`src/rtl/tdm_slot_tap.sv`:
```
module tdm_slot_tap #(
  parameter int SLOTS     = 32,
  parameter int SLOT_BITS = 8
) (
  input  logic                         clk,
  input  logic                         rst_n,
  input  logic                         rx_bit,
  input  logic                         frame_start,
  input  logic                         odd_frame,
  input  logic                         cfg_even,
  input  logic                         cfg_odd,
  input  logic [$clog2(SLOTS)-1:0]     cfg_slot,
  input  logic [SLOT_BITS-1:0]         cfg_mask,
  input  logic                         cfg_en,
  output logic                         out_bit,
  output logic                         out_valid
);
  localparam int SW = $clog2(SLOTS);
  localparam int BW = $clog2(SLOT_BITS);
  localparam int PW = SW + BW;

  logic                 act_even, act_odd, act_en, act_par, synced;
  logic [SW-1:0]        act_slot;
  logic [SLOT_BITS-1:0] act_mask;
  logic [PW-1:0]        pos;

  wire                 eff_even = frame_start ? cfg_even  : act_even;
  wire                 eff_odd  = frame_start ? cfg_odd   : act_odd;
  wire                 eff_en   = frame_start ? cfg_en    : act_en;
  wire                 eff_par  = frame_start ? odd_frame : act_par;
  wire [SW-1:0]        eff_slot = frame_start ? cfg_slot  : act_slot;
  wire [SLOT_BITS-1:0] eff_mask = frame_start ? cfg_mask  : act_mask;
  wire [PW-1:0]        cur_pos  = frame_start ? '0 : pos;

  wire [BW-1:0] bit_idx  = cur_pos[BW-1:0];
  wire [BW-1:0] mask_idx = BW'(SLOT_BITS - 1) - bit_idx;
  wire          par_ok   = eff_par ? eff_odd : eff_even;
  wire          slot_hit = (cur_pos[PW-1:BW] == eff_slot);
  wire          take     = (synced | frame_start) & eff_en & par_ok & slot_hit & eff_mask[mask_idx];

  always_ff @(posedge clk or negedge rst_n) begin
    if (!rst_n) begin
      act_even  <= 1'b0;
      act_odd   <= 1'b0;
      act_en    <= 1'b0;
      act_par   <= 1'b0;
      act_slot  <= '0;
      act_mask  <= '0;
      synced    <= 1'b0;
      pos       <= '0;
      out_bit   <= 1'b0;
      out_valid <= 1'b0;
    end else begin
      if (frame_start) begin
        act_even <= cfg_even;
        act_odd  <= cfg_odd;
        act_en   <= cfg_en;
        act_par  <= odd_frame;
        act_slot <= cfg_slot;
        act_mask <= cfg_mask;
        synced   <= 1'b1;
      end
      pos       <= cur_pos + 1'b1;
      out_bit   <= rx_bit;
      out_valid <= take;
    end
  end

  // a disabled channel captured at the strobe gives nothing on the strobe bit
  p_en_gate_r4: assert property (@(posedge clk) disable iff (!rst_n)
    (frame_start && !cfg_en) |=> !out_valid);

  // empty mask or no parity enabled
  p_mask_zero_r6: assert property (@(posedge clk) disable iff (!rst_n)
    (frame_start && cfg_mask == '0) |=> !out_valid);

  p_no_parity_r6: assert property (@(posedge clk) disable iff (!rst_n)
    (frame_start && !cfg_even && !cfg_odd) |=> !out_valid);

  // captured selection only moves at a frame strobe
  p_cfg_hold_r7: assert property (@(posedge clk) disable iff (!rst_n)
    !frame_start |=> ($stable(act_mask) && $stable(act_slot) && $stable(act_en) && $stable(act_par)));

  // nothing before the first strobe
  p_no_sync_r8: assert property (@(posedge clk) disable iff (!rst_n)
    (!synced && !frame_start) |=> !out_valid);

  // position restarts at the strobe
  p_pos_restart_r2: assert property (@(posedge clk) disable iff (!rst_n)
    frame_start |=> (pos == PW'(1)));
endmodule

```
`config.mk`:
```
export PLATFORM = sky130hd
export DESIGN_NAME = tdm_slot_tap
export DESIGN_NICKNAME = d
export VERILOG_FILES = /design/src/rtl/tdm_slot_tap.sv
export SDC_FILE = /design/constraint.sdc
export NUM_CORES = 1
export LEC_CHECK = 0
export CAP_MARGIN = 20
export CORE_MARGIN = 4
export CORE_UTILIZATION = 55
export CTS_CLUSTER_DIAMETER = 100
export DETAILED_ROUTE_END_ITERATION = 12
export PLACE_DENSITY = 0.86
export SYNTH_ARGS = -nofsm -noshare
export SYNTH_HDL_FRONTEND = slang
export SYNTH_SLANG_ARGS = --single-unit
```
`constraint.sdc`:
```
create_clock -name clk -period 2.55 [get_ports clk]
set_input_delay 0.51 -clock clk [delete_from_list [all_inputs] [get_ports clk]]
set_output_delay 0.51 -clock clk [all_outputs]
set_load 0.01 [all_outputs]
```
==> metrics.csv <==
stage;metric;value;unit
run_status;status;completed;
cells_and_area;fin_nets;155;
die;row_count;17;
cells_and_area;final-seq-area;701;µm²
clock_network;post-cts-setup-buffer-count;0;
worst_setup_path;critPathLaunchType;input port;
detailed_routing;drt_pass1_iterations;4;
place;hpwl;2.01;mm
pwr;clock_power_share;21.4;%
clock_network;cts_buffers;3;
timing;fin_skew;0.00585;ns
grt;grt_start_max_net_pins;29;
clock_network;cts_resized;0;
place;dp_slack;0.259;ns
detailed_routing;drt_iter0_drc;15;
grt;grt_overflow;0;
clock_network;clock_sinks;28;
detailed_routing;totalWireLength;2.53;mm
clock_network;worstSkewPairLatency;0.32;ns
synth;avgSynthCellArea;11.9;µm²
pwr;power;0.000806;W
clock_network;htree_levels;1;
die;dieWidth;56.4;µm
die;die_h;56.4;µm
worst_setup_path;required;2.82;ns
timing;setup_viol;0;
pwr;p_sw;0.000194;W
timing;period_needed;1.94;ns
cells_and_area;antennaDiodeCount;0;
die;pin_count;23;
worst_setup_path;end_kind;register;
grt;antenna_found_initial;0;
detailed_routing;vias;874;
worst_hold_path;min_to;synced;
cells_and_area;design_area;0.00156;mm²
synth;ys_warn_count;0;
place;port_buffers;22;
timing;fmax;0.514;GHz
place;globalplace.congestion;0.846;
worst_setup_path;crit_type;in -> reg;
pwr;p_per_area;515;mW/mm²
grt;grt_pass1_wl;4.45;mm
worst_hold_path;min-delay-start;synced;
worst_setup_path;arrival;2.21;ns
pwr;p_int;0.000611;W
die;core_area;0.00221;mm²
die;fp.dieArea;0.00318;mm²
die;start_util;58.3;%
worst_setup_path;r2r-end;out_valid;
pwr;ir_drop;389;µV
worst_hold_path;hold_path_class;reg -> reg;
grt;grt_pass1_vias;966;
worst_setup_path;path_max_fanout;12;
clock_network;cts.path.max_buffers;2;
synth;syn_nets;130;
cells_and_area;num-fill-cells;168;
worst_hold_path;hold_depth;1;
detailed_routing;drtAntennaViolNets;0;
place;placed_cell_area;0.00154;mm²
pwr;combPwrFrac;16.2;%
worst_setup_path;r2r-start;pos[0];
clock_network;clk_pin_slew;0.13;ns
timing;rsz0062_at_grt;no;
timing;slew_violations;0;
synth;syn-cell-area;0.00129;mm²
detailed_routing;via_per_inst;5.50;
pwr;p_leak;0.705;nW
clock_network;ctsHoldBuffers;0;
cells_and_area;area_delta_synth_final;21.2;%
detailed_routing;wire_per_inst;15.9;µm
timing;tightest_slew;0.422;ns
pwr;seqPwrFrac;62.4;%
worst_setup_path;r2r_setup_slack;0.72;ns
flow_run;drv_cap;0;
clock_network;root_buffer;clkbuf_4;
worst_setup_path;r2r.worst_path.cells;4;
clock_network;cts_tree;built;
timing;hold_viol_final;0;
timing;fin_crit_sh;76.3;%
detailed_routing;drc_errors;0;
cells_and_area;fin_util;70.7;%
grt;track_usage;18.2;%
synth;ys_ff_latch;28;
synth;seq_area_frac_synth;54.3;%
pwr;netSwitchingFraction;24.1;%
cells_and_area;multi_input_area;533;µm²
cells_and_area;layout-drive-gt1-share;18.3;%
timing;tns;0;ns
synth;synth_cells;108;
synth;synthDistinctLibCells;31;
timing;maxSlewHeadroom;71.8;%
timing;worst_slack;0.605;ns
how the worst max path moves through the flow:
stage,from,end,depth (start not counted)
final,frame_start,out_valid,5
after global routing,frame_start,out_valid,5
after floorplan,frame_start,pos[4],8
after detailed placement,frame_start,out_valid,5
after global placement,frame_start,out_valid,5
after CTS,frame_start,out_valid,5
power groups by stage:
| stage | Sequential, W | Combinational (W) | Clock (W) |
|---|---|---|---|
| after floorplan | 0.000501 | 0.0000769 | 0 |
| after global placement | 0.000510 | 0.000126 | 0 |
| after detailed placement | 0.000512 | 0.000132 | 0 |
| after CTS | 0.000503 | 0.000132 | 0.000178 |
| after global routing | 0.000508 | 0.000145 | 0.000199 |
| final | 0.000502 | 0.000131 | 0.000173 |
per-stage QoR:
stage               cells  hold slack, ns
finish                159           0.493
global route          159           0.517
CTS                   159           0.494
detailed placement    156           0.460
global placement      156           0.454
floorplan             108           0.214
cell type report:
class	count	area share (%)
sequential	28	44.8
multi-input combinational	67	34.1
timing repair buffer	25	15.5
tap	28	2.24
inverter	8	1.92
clock buffer	3	1.44
sequential cells by signal, summed over array words and instances (netlist names):
signal and cells:
act_mask 8, synced 1, act_even 1, act_en 1, act_odd 1, out_valid 1, act_slot 5, pos 8
act_par 1, out_bit 1
cells by family after synthesis:
kind of cell             synth area share (%)
AO/OA/AOI/OAI                            6.98
buffers and inverters                    4.36
adder cells (fa/ha/maj)                 0.970
multiplexers                             17.1
XOR/XNOR                                 4.75
flip-flops                               54.3
AND/OR/NAND/NOR                          11.5
cells in the mapped netlist, drive strengths merged:
| cell type | count | area share [%] |
|---|---|---|
| dfrtp | 28 | 54 |
| mux2 | 14 | 12 |
| inv | 8 | 2.3 |
| nor2 | 6 | 1.7 |
| nand3 | 5 | 1.9 |
| clkbuf | 4 | 1.2 |
| mux2i | 4 | 3.1 |
| nor2b | 4 | 1.9 |
| o21ai | 4 | 1.6 |
| xnor2 | 4 | 2.7 |
| and3 | 3 | 1.6 |
| nand2 | 3 | 0.87 |
| xor2 | 3 | 2.0 |
| o22ai | 2 | 0.97 |
| a211o | 1 | 0.68 |
| a22oi | 1 | 0.58 |
| buf | 1 | 0.87 |
| ha | 1 | 0.97 |
| mux4 | 1 | 1.7 |
| nand2b | 1 | 0.49 |
| nor3 | 1 | 0.39 |
| nor4 | 1 | 0.49 |
| o211a | 1 | 0.78 |
| o211ai | 1 | 0.58 |
| o31ai | 1 | 0.58 |
| o41ai | 1 | 1.3 |
| or2 | 1 | 0.49 |
| or2b | 1 | 0.58 |
| or3 | 1 | 0.49 |
| or4 | 1 | 0.58 |
routing by layer:
| metal | global-route usage [%] | share of wire, % | up-vias |
|---|---|---|---|
| li1 | - | - | 420 |
| met1 | 22.5 | 41 | 421 |
| met2 | 31.5 | 52 | 28 |
| met3 | 3.22 | 5.1 | 5 |
| met4 | 6.78 | 1.4 | 0 |
| met5 | 0 | 0 | - |
layout by cell type (no fill, tap or decap), drive strengths merged:
cell type	n
mux2	14
dfrtp	28
or2	1
nor2	6
mux2i	4
or4	1
buf	3
ha	1
xnor2	4
a211o	1
or2b	1
and3	3
nor4	1
o211ai	1
nand2b	1
clkdlybuf4s50	22
o211a	1
nand3	5
o41ai	1
o31ai	1
nor3	1
o21ai	4
inv	8
or3	1
xor2	3
nand2	3
nor2b	4
a22oi	1
o22ai	2
clkbuf	3
mux4	1
worst max-delay path, cell delays in order:
cell and delay (ns):
clkdlybuf4s50_1 0.62, buf_4 0.29, a211o_1 0.23, nor4_1 0.34
o211a_1 0.21
Power figures use the tool's default switching activity.
